<file path="config.mk">
export PLATFORM = sky130hd
export DESIGN_NAME = wkup_hub
export DESIGN_NICKNAME = d
export VERILOG_FILES = /design/src/rtl/wkup_pkg.sv /design/src/rtl/wkup_sync.sv /design/src/rtl/wkup_arm_fsm.sv /design/src/rtl/wkup_regs.sv /design/src/rtl/wkup_route.sv /design/src/rtl/wkup_hub.sv
export SDC_FILE = /design/constraint.sdc
export NUM_CORES = 1
export LEC_CHECK = 0
export BUFFER_PORTS_ARGS = -buffer_cell sky130_fd_sc_hd__buf_2
export CORE_MARGIN = 2
export CORE_UTILIZATION = 25
export DETAILED_ROUTE_END_ITERATION = 16
export GPL_TIMING_DRIVEN = 0
export PLACE_DENSITY = 0.42
export SKIP_CTS_REPAIR_TIMING = 1
export SLEW_MARGIN = 10
export SYNTH_ARGS = -nofsm -noshare
export SYNTH_HDL_FRONTEND = slang
export SYNTH_SLANG_ARGS = --single-unit
</file>
<file path="constraint.sdc">
create_clock -name clk_slow -period 1.9 [get_ports clk_slow]
set_input_delay 0.38 -clock clk_slow [delete_from_list [all_inputs] [get_ports clk_slow]]
set_output_delay 0.38 -clock clk_slow [all_outputs]
set_load 0.01 [all_outputs]
</file>
<file path="src/rtl/wkup_pkg.sv">
package wkup_pkg;

    typedef enum logic [1:0] {
        GRP_EN    = 2'd0,
        GRP_EDGE  = 2'd1,
        GRP_PEND  = 2'd2,
        GRP_ROUTE = 2'd3
    } reg_grp_e;

    typedef enum logic [1:0] {
        ARM_FILL0 = 2'd0,
        ARM_FILL1 = 2'd1,
        ARM_FILL2 = 2'd2,
        ARM_RUN   = 2'd3
    } arm_state_e;

endpackage

</file>
<file path="src/rtl/wkup_sync.sv">
module wkup_sync #(
    parameter int NCH = 64
) (
    input  logic           clk_slow,
    input  logic           rst_n,
    input  logic [NCH-1:0] async_in,
    output logic [NCH-1:0] rise_o,
    output logic [NCH-1:0] fall_o
);
    logic [NCH-1:0] meta_q;
    logic [NCH-1:0] stable_q;
    logic [NCH-1:0] last_q;

    always_ff @(posedge clk_slow or negedge rst_n) begin
        if (!rst_n) begin
            meta_q   <= '0;
            stable_q <= '0;
            last_q   <= '0;
        end else begin
            meta_q   <= async_in;
            stable_q <= meta_q;
            last_q   <= stable_q;
        end
    end

    always_comb begin
        rise_o = stable_q & ~last_q;
        fall_o = ~stable_q & last_q;
    end
endmodule

</file>
<file path="src/rtl/wkup_arm_fsm.sv">
module wkup_arm_fsm
    import wkup_pkg::*;
(
    input  logic clk_slow,
    input  logic rst_n,
    output logic run_o
);
    arm_state_e state_q;
    arm_state_e state_d;

    always_ff @(posedge clk_slow or negedge rst_n) begin
        if (!rst_n) begin
            state_q <= ARM_FILL0;
        end else begin
            state_q <= state_d;
        end
    end

    always_comb begin
        state_d = state_q;
        unique case (state_q)
            ARM_FILL0: state_d = ARM_FILL1;
            ARM_FILL1: state_d = ARM_FILL2;
            ARM_FILL2: state_d = ARM_RUN;
            ARM_RUN:   state_d = ARM_RUN;
        endcase
    end

    always_comb begin
        run_o = 1'b0;
        unique case (state_q)
            ARM_FILL0, ARM_FILL1, ARM_FILL2: run_o = 1'b0;
            ARM_RUN:                         run_o = 1'b1;
        endcase
    end
endmodule

</file>
<file path="src/rtl/wkup_regs.sv">
module wkup_regs
    import wkup_pkg::*;
#(
    parameter int NCH  = 64,
    parameter int NIRQ = 8,
    parameter int DW   = 32,
    parameter int AW   = 5
) (
    input  logic                          clk_slow,
    input  logic                          rst_n,
    input  logic                          run,
    input  logic [NCH-1:0]                rise,
    input  logic [NCH-1:0]                fall,
    input  logic                          reg_wr,
    input  logic [AW-1:0]                 reg_addr,
    input  logic [DW-1:0]                 reg_wdata,
    output logic [DW-1:0]                 reg_rdata,
    output logic [NCH-1:0]                en_o,
    output logic [NCH-1:0]                pend_o,
    output logic [NCH*$clog2(NIRQ)-1:0]   route_o
);
    localparam int SELW = $clog2(NIRQ);
    localparam int NIB  = SELW + 1;
    localparam int RPW  = DW / NIB;
    localparam int NW   = NCH / DW;
    localparam int NRW  = NCH / RPW;
    localparam int IDXW = AW - 2;

    reg_grp_e              grp;
    logic [IDXW-1:0]       idx;
    logic [NCH-1:0]        en_q;
    logic [NCH-1:0]        fall_sel_q;
    logic [NCH-1:0]        pend_q;
    logic [NCH*SELW-1:0]   route_q;
    logic [NCH-1:0]        event_w;
    logic [NCH-1:0]        clear_w;

    assign grp = reg_grp_e'(reg_addr[AW-1:AW-2]);
    assign idx = reg_addr[IDXW-1:0];

    always_comb begin
        event_w = run ? ((rise & ~fall_sel_q) | (fall & fall_sel_q)) : '0;
        clear_w = '0;
        if (reg_wr && grp == GRP_PEND) begin
            for (int w = 0; w < NW; w++) begin
                if (idx == IDXW'(w)) begin
                    clear_w[w*DW +: DW] = reg_wdata;
                end
            end
        end
    end

    always_ff @(posedge clk_slow or negedge rst_n) begin
        if (!rst_n) begin
            en_q       <= '0;
            fall_sel_q <= '0;
            pend_q     <= '0;
            route_q    <= '0;
        end else begin
            for (int w = 0; w < NW; w++) begin
                if (reg_wr && grp == GRP_EN && idx == IDXW'(w)) begin
                    en_q[w*DW +: DW] <= reg_wdata;
                end
                if (reg_wr && grp == GRP_EDGE && idx == IDXW'(w)) begin
                    fall_sel_q[w*DW +: DW] <= reg_wdata;
                end
            end
            for (int w = 0; w < NRW; w++) begin
                if (reg_wr && grp == GRP_ROUTE && idx == IDXW'(w)) begin
                    for (int j = 0; j < RPW; j++) begin
                        route_q[(w*RPW+j)*SELW +: SELW] <= reg_wdata[j*NIB +: SELW];
                    end
                end
            end
            pend_q <= (pend_q & ~clear_w) | event_w;
        end
    end

    always_comb begin
        reg_rdata = '0;
        unique case (grp)
            GRP_EN: begin
                for (int w = 0; w < NW; w++) begin
                    if (idx == IDXW'(w)) reg_rdata = en_q[w*DW +: DW];
                end
            end
            GRP_EDGE: begin
                for (int w = 0; w < NW; w++) begin
                    if (idx == IDXW'(w)) reg_rdata = fall_sel_q[w*DW +: DW];
                end
            end
            GRP_PEND: begin
                for (int w = 0; w < NW; w++) begin
                    if (idx == IDXW'(w)) reg_rdata = pend_q[w*DW +: DW];
                end
            end
            GRP_ROUTE: begin
                for (int w = 0; w < NRW; w++) begin
                    if (idx == IDXW'(w)) begin
                        for (int j = 0; j < RPW; j++) begin
                            reg_rdata[j*NIB +: SELW] = route_q[(w*RPW+j)*SELW +: SELW];
                        end
                    end
                end
            end
        endcase
    end

    assign en_o    = en_q;
    assign pend_o  = pend_q;
    assign route_o = route_q;
endmodule

</file>
<file path="src/rtl/wkup_route.sv">
module wkup_route #(
    parameter int NCH  = 64,
    parameter int NIRQ = 8
) (
    input  logic [NCH-1:0]              en,
    input  logic [NCH-1:0]              pend,
    input  logic [NCH*$clog2(NIRQ)-1:0] route,
    output logic [NIRQ-1:0]             irq_o,
    output logic                        wake_o
);
    localparam int SELW = $clog2(NIRQ);

    logic [NCH-1:0] active;

    assign active = en & pend;
    assign wake_o = |active;

    for (genvar j = 0; j < NIRQ; j++) begin : g_line
        logic [NCH-1:0] hit;
        always_comb begin
            for (int i = 0; i < NCH; i++) begin
                hit[i] = active[i] && (route[i*SELW +: SELW] == SELW'(j));
            end
        end
        assign irq_o[j] = |hit;
    end
endmodule

</file>
<file path="src/rtl/wkup_hub.sv">
module wkup_hub #(
    parameter int NCH  = 64,
    parameter int NIRQ = 8,
    parameter int DW   = 32,
    parameter int AW   = 5
) (
    input  logic            clk_slow,
    input  logic            rst_n,
    input  logic [NCH-1:0]  wk_in,
    input  logic            reg_wr,
    input  logic [AW-1:0]   reg_addr,
    input  logic [DW-1:0]   reg_wdata,
    output logic [DW-1:0]   reg_rdata,
    output logic [NIRQ-1:0] irq_o,
    output logic            wake_o
);
    localparam int SELW = $clog2(NIRQ);

    logic [NCH-1:0]      rise_w;
    logic [NCH-1:0]      fall_w;
    logic                run_w;
    logic [NCH-1:0]      en_w;
    logic [NCH-1:0]      pend_w;
    logic [NCH*SELW-1:0] route_w;

    wkup_sync #(.NCH(NCH)) u_sync (
        .clk_slow (clk_slow),
        .rst_n    (rst_n),
        .async_in (wk_in),
        .rise_o   (rise_w),
        .fall_o   (fall_w)
    );

    wkup_arm_fsm u_arm (
        .clk_slow (clk_slow),
        .rst_n    (rst_n),
        .run_o    (run_w)
    );

    wkup_regs #(.NCH(NCH), .NIRQ(NIRQ), .DW(DW), .AW(AW)) u_regs (
        .clk_slow  (clk_slow),
        .rst_n     (rst_n),
        .run       (run_w),
        .rise      (rise_w),
        .fall      (fall_w),
        .reg_wr    (reg_wr),
        .reg_addr  (reg_addr),
        .reg_wdata (reg_wdata),
        .reg_rdata (reg_rdata),
        .en_o      (en_w),
        .pend_o    (pend_w),
        .route_o   (route_w)
    );

    wkup_route #(.NCH(NCH), .NIRQ(NIRQ)) u_route (
        .en     (en_w),
        .pend   (pend_w),
        .route  (route_w),
        .irq_o  (irq_o),
        .wake_o (wake_o)
    );
endmodule

</file>
==> flow_summary.ini, run 1 <==
[clock_tree]
clkTransAtPathRegs_ns = 0.06
cts-root-buf = clkbuf_16
cts_sinks = 578
clk_latency_ns = 0.65
cts_tree = done
cts-buffers-inserted = 69
h-tree-depth = 3
cts.path.max_buffers = 3

[synthesis]
ys_types = 55
syn_nets = 2733
synth_seq_cells = 578
synth_edf_count = 0
yosys_warnings = 0
ys_async_sr_fraction_pct = 100
synthCells = 2629
netlist_area_um2 = 28500
synth_area_leaders = dfrtp_1 (51%), mux2_2 (11%), o22ai_1 (5.1%), nand2b_1 (3.2%), nand2_1 (3.1%)
yosysTopAreaCellShare_pct = 50.8
synth_flop_cell = dfrtp_1
synth_top_area_cell = dfrtp_1
synth.avg_cell_area_um2 = 10.8
yosysSeqAreaShare_pct = 50.8

[setup_path]
cp-start-kind = flip-flop
critical_path.max_fanout = 7
cp_cell_sequence = nand2b_1 -> o32ai_1 -> nor4_2 -> nand4_1 -> or4_4 -> buf_6
crit_path_max_incr_delay_ns = 0.58
slowest_stage = dfrtp_1
critPathRequiredTime_ns = 1.52
worstSetupEndpointType = output port
arrival_ns = 3.01
critical_path.top_delay_family = simple AND/OR/NAND/NOR gates
crit_buf_inv = 1
worstSetupPathType = flip-flop to output port

[power]
p_total_mw = 44.0
p_per_area_nw_per_um2 = 1140
power_leakage_nw = 15.0
ir_drop_mv = 0.647

[place]
routabilityCongestion = 1.09
place_inst = 4277
place_area_um2 = 31300
place_ws_ns = -1.81
io_buffers = 142
dp_hpwl_um = 152000

[grt]
grt_first_pass_wirelength_um = 248000
antenna_found_initial = 10
use_met1_pct = 44.1
use_met2_pct = 48.2
grt_usage_pct = 32.1
top_usage_layer = met2
grtUsageMet3_pct = 5.89
grt-ovfl-total = 0
grt_max_degree = 96
grt_pass1_vias = 25049

[floorplan]
coreArea_um2 = 113000
io_pins = 145
die_area_um2 = 117000
fp.dieH_um = 341
initial_utilization_pct = 25.3
std_cell_rows = 123
die_w_um = 341

[sta]
fin_tns_setup_ns = -36.64
max_freq_ghz = 0.295
fin_skew_ns = 0.0246
worst_hold_slack_ns = -0.383
worst_slack_ns = -1.49
fin_crit_sh_pct = 178
rsz0062_at_grt = yes
relSlewSlack_pct = 38.1
setup_violations = 59
finalWorstPathRequiredPeriod_ns = 3.39
worst_slew_pin_slew_ns = 0.929
slew_violations = 0
hold_viol = 68

[cells_and_area]
fin_area_um2 = 38700
final_cell_mix = dfrtp_1 (393), mux2_2 (282), nand2_1 (232)
drive_above_1_share_pct = 42.5
nets = 3202
layout_commonest_cell = dfrtp_1
fillCellCount = 11473
final_util_pct = 34.3
instances_no_fill = 4656
syn_to_final_growth_pct = 35.9

[detailed_routing]
wirelength_um = 192000
remaining_drc_errors = 0
drtAntennaViolNets = 0
dr.pass1.iters = 6
first_iter_violations = 3047
routed_via_density = 5.86
vias = 27301
routedWlPerCell_um = 41.2

[worst_hold_path]
min_path_type = input port to async pin

[outcome]
violations = hold timing, setup timing
status = finished, violations left

[flow_run]
max-cap-violations = 0
[power by group]
part / leakage, nW / switching, mW / internal [mW]
Combinational: 7.13 / 7.08 / 5.00
Sequential: 6.71 / 3.93 / 14.0
Clock: 1.16 / 5.61 / 8.40
Total: 15.0 / 16.6 / 27.4
[worst paths after layout]
path,start,end,cells after the start,slack (ns)
max in group asynchronous,rst_n,u_regs.route_o[102],4,0.39
min in group clk_slow,reg_wdata[29],u_regs.route_o[46],2,0.04
max,u_regs.pend_o[32],irq_o[0],6,-1.49
min,rst_n,u_sync.meta_q[55],1,-0.38
min reg2reg,u_sync.meta_q[12],u_sync.stable_q[12],0,0.34
max reg2reg,u_arm.state_q[0],u_regs.pend_o[51],3,0.17
[synthesized netlist by cell type (all sizes together), types with 2 or more instances]
| library cell | n |
|---|---|
| mux2i | 12 |
| nor2 | 158 |
| a22o | 5 |
| or3 | 5 |
| o21ai | 41 |
| or3b | 6 |
| a22oi | 81 |
| mux4 | 24 |
| mux2 | 318 |
| a31oi | 19 |
| nor3 | 86 |
| nand3b | 61 |
| a21oi | 139 |
| o2bb2ai | 64 |
| nand4 | 22 |
| o32ai | 42 |
| inv | 9 |
| and4 | 2 |
| a221oi | 24 |
| nand2 | 239 |
| or4 | 5 |
| a211oi | 8 |
| nor4 | 64 |
| nor3b | 5 |
| nand2b | 144 |
| or2 | 10 |
| clkbuf | 65 |
| buf | 68 |
| o22a | 6 |
| dfrtp | 578 |
| nand3 | 77 |
| o22ai | 231 |
[flip-flops by register name, summed over array words and instances, names as in the netlist]
name and flops:
u_regs.fall_sel_q 64, u_sync.last_q 64, u_regs.route_o 192, u_regs.en_o 64, u_arm.state_q 2, u_sync.meta_q 64
u_sync.stable_q 64, u_regs.pend_o 64
[per-layer routing]
layer	wire, µm	vias up	share of wire, %
li1	-	10986	-
met4	13800	2	7.2
met1	80900	14334	42
met2	81400	1531	42
met3	15700	448	8.2
met5	13	-	0.0068
[cell type report]
cell class              count  area [µm²]  share of cell area (%)
inverters                   9        33.8                  0.0874
clock buffers              95        2020                    5.22
plain buffers             130         975                    2.52
repair buffers            401        3490                    9.02
clock inverters            28         365                   0.945
well taps                1500        1880                    4.85
multi-input cells        1909       15200                    39.3
diodes                      6        15.0                  0.0388
flip-flops and latches    578       14700                    38.0
[worst reg2reg max path: stages (launching register included)]
cell and delay [ns]:
dfrtp_1 0.38, nand2_1 0.34, clkbuf_1 0.67, o2bb2ai_1 0.17
[cell families after synthesis]
| kind of cell | after synthesis | synth area share [%] |
|---|---|---|
| buffers and inverters | 142 | 2.58 |
| DFF | 578 | 50.8 |
| and+or+nand+nor | 889 | 16.1 |
| muxes | 354 | 14.9 |
| AOI/OAI and AO/OA | 666 | 15.5 |
Note: power is estimated with default switching activity, not from simulation.
==> run 2: changes to the inputs <==
- CTS_BUF_LIST: unset -> sky130_fd_sc_hd__clkbuf_4 sky130_fd_sc_hd__clkbuf_8 sky130_fd_sc_hd__clkbuf_16
==> run 2 against run 1 <==
The run still ends with hold timing, setup timing left. Clock power about the same. Clock skew down 0.0019 ns. Cell count down 0.11%. Via count about the same. First-iteration DRC count up 6.0%. Hold slack worse by 0.0012 ns. Critical path depth up 1. Non-clock buffer count down 3. Core utilization about the same. Total power up 0.45%. Critical path type unchanged.
==> flow_summary.ini, run 2 (synthesis gave the netlist of run 1 again) <==
[clock_tree]
clk_latency_ns = 0.65
cts-buffers-inserted = 69
cts-root-buf = clkbuf_16
cts.path.max_buffers = 3
clkTransAtPathRegs_ns = 0.06
h-tree-depth = 3
cts_tree = done
cts_sinks = 578

[floorplan]
die_area_um2 = 117000
coreArea_um2 = 113000
std_cell_rows = 123
io_pins = 145
fp.dieH_um = 341
die_w_um = 341
initial_utilization_pct = 25.3

[grt]
grt_max_degree = 96
grt_pass1_vias = 25029
grt-ovfl-total = 0
grt_first_pass_wirelength_um = 248000
grt_usage_pct = 32.1
antenna_found_initial = 10

[detailed_routing]
dr.pass1.iters = 5
wirelength_um = 193000
drtAntennaViolNets = 0
routedWlPerCell_um = 41.4
vias = 27293
first_iter_violations = 3229
remaining_drc_errors = 0
routed_via_density = 5.87

[power]
comb_power_share_pct = 27.6
clkPwrFrac_pct = 32.0
p_per_area_nw_per_um2 = 1140
ir_drop_mv = 0.732
switchingPower_mw = 16.7
swShare_pct = 37.7
internal_power_mw = 27.6
seq_power_share_pct = 40.4
power_leakage_nw = 15.0

[cells_and_area]
drive_above_1_share_pct = 42.0
syn_to_final_growth_pct = 36.1
layout_commonest_cell = dfrtp_1
final_cell_mix = dfrtp_1 (412), mux2_2 (283), nand2_1 (231)
nets = 3199
largest_reg_flops = 192

[setup_path]
timing.rr.start = u_arm.state_q[0]
arrival_ns = 3.05
slowest_stage = or4_4
r2r-end = u_regs.pend_o[51]
worstSetupPathType = flip-flop to output port
r2r_slack_ns = 0.16
critical_path.max_fanout = 4
worstSetupEndpointType = output port
critPathRequiredTime_ns = 1.52
cp_cell_sequence = nand3b_1 -> buf_12 -> nor3_1 -> nor4_1 -> nand4_1 -> or4_4 -> buf_6
crit_path_max_incr_delay_ns = 0.60
r2r_cells = 3
cp-start-kind = flip-flop

[place]
place_ws_ns = -1.81
dp_hpwl_um = 152000
io_buffers = 142
routabilityCongestion = 1.09

[sta]
hold_viol = 68
worst_slew_pin_slew_ns = 0.958
slew_violations = 0
worst_slack_ns = -1.53
fin_skew_ns = 0.0227
relSlewSlack_pct = 36.2
worst_hold_slack_ns = -0.384
setup_violations = 41
fin_crit_sh_pct = 180
fin_tns_setup_ns = -35.14
finalWorstPathRequiredPeriod_ns = 3.43
rsz0062_at_grt = yes
max_freq_ghz = 0.292

[outcome]
violations = hold timing, setup timing
status = finished, violations left

[flow_run]
max-cap-violations = 0

[worst_hold_path]
min_path_type = input port to async pin
[run 2: cell count changes in the layout (fill, tap and decap cells not counted), sizes merged]
cell    before  now
clkbuf     153  157
diode        6    4
buf        409  402
[run 2: layout make-up]
cell class	instances	area, µm²
Antenna cell	4	10.0
Buffer	131	1010
Clock buffer	95	2050
Clock inverter	28	365
Fill cell	11480	73900
Inverter	9	33.8
Multi-Input combinational cell	1909	15200
Sequential cell	578	14700
Tap cell	1500	1880
Timing Repair Buffer	397	3520
[run 2: power by group through the flow]
stage / Sequential (mW) / Combinational [mW] / Clock, mW
finish: 17.9 / 12.2 / 14.1
CTS: 17.4 / 9.23 / 14.4
floorplan: 15.5 / 4.78 / 0
detailed placement: 17.6 / 9.20 / 0
global route: 17.9 / 12.4 / 14.9
global placement: 17.7 / 9.29 / 0
[run 2: how the worst max path moves through the flow]
stage	from	to	slack, ns	cells after the start
6_report	u_regs.pend_o[18]	irq_o[0]	-1.53	7
5_1_grt	u_regs.pend_o[63]	irq_o[0]	-1.47	7
4_1_cts	u_regs.en_o[26]	irq_o[3]	-2.51	6
3_5_place_dp	u_regs.pend_o[14]	irq_o[4]	-1.81	6
3_3_place_gp	rst_n	u_regs.route_o[135]	-12.56	1
2_1_floorplan	u_regs.pend_o[17]	irq_o[0]	0.0007	5
[run 2: routing by layer]
| metal | wire length (µm) | track usage, % |
|---|---|---|
| met1 | 81900 | 44.0 |
| met2 | 81600 | 48.1 |
| met3 | 15100 | 5.98 |
| met4 | 14100 | 16.6 |
| met5 | 27 | 0 |
[run 2: per-stage QoR]
| step | hold slack, ns | cells | power [mW] | util, % | instance area, µm² |
|---|---|---|---|---|---|
| 6_report | -0.384 | 4651 | 44.2 | 34.4 | 38700 |
| 5_1_grt | -0.366 | 4650 | 45.2 | 34.4 | 38700 |
| 4_1_cts | -0.291 | 4400 | 41.0 | 30.0 | 33800 |
| 3_5_place_dp | 0.335 | 4277 | 26.8 | 27.8 | 31300 |
| 3_3_place_gp | 0.331 | 4271 | 26.9 | 27.7 | 31200 |
| 2_1_floorplan | 0.0844 | 2629 | 20.3 | - | 28600 |
[run 2: critical path: cells and delay by family, from the launching register on]
kind          cells  cell delay [ns]
buf+inv           2             0.29
simple gates      5             1.62
flops             1             0.46
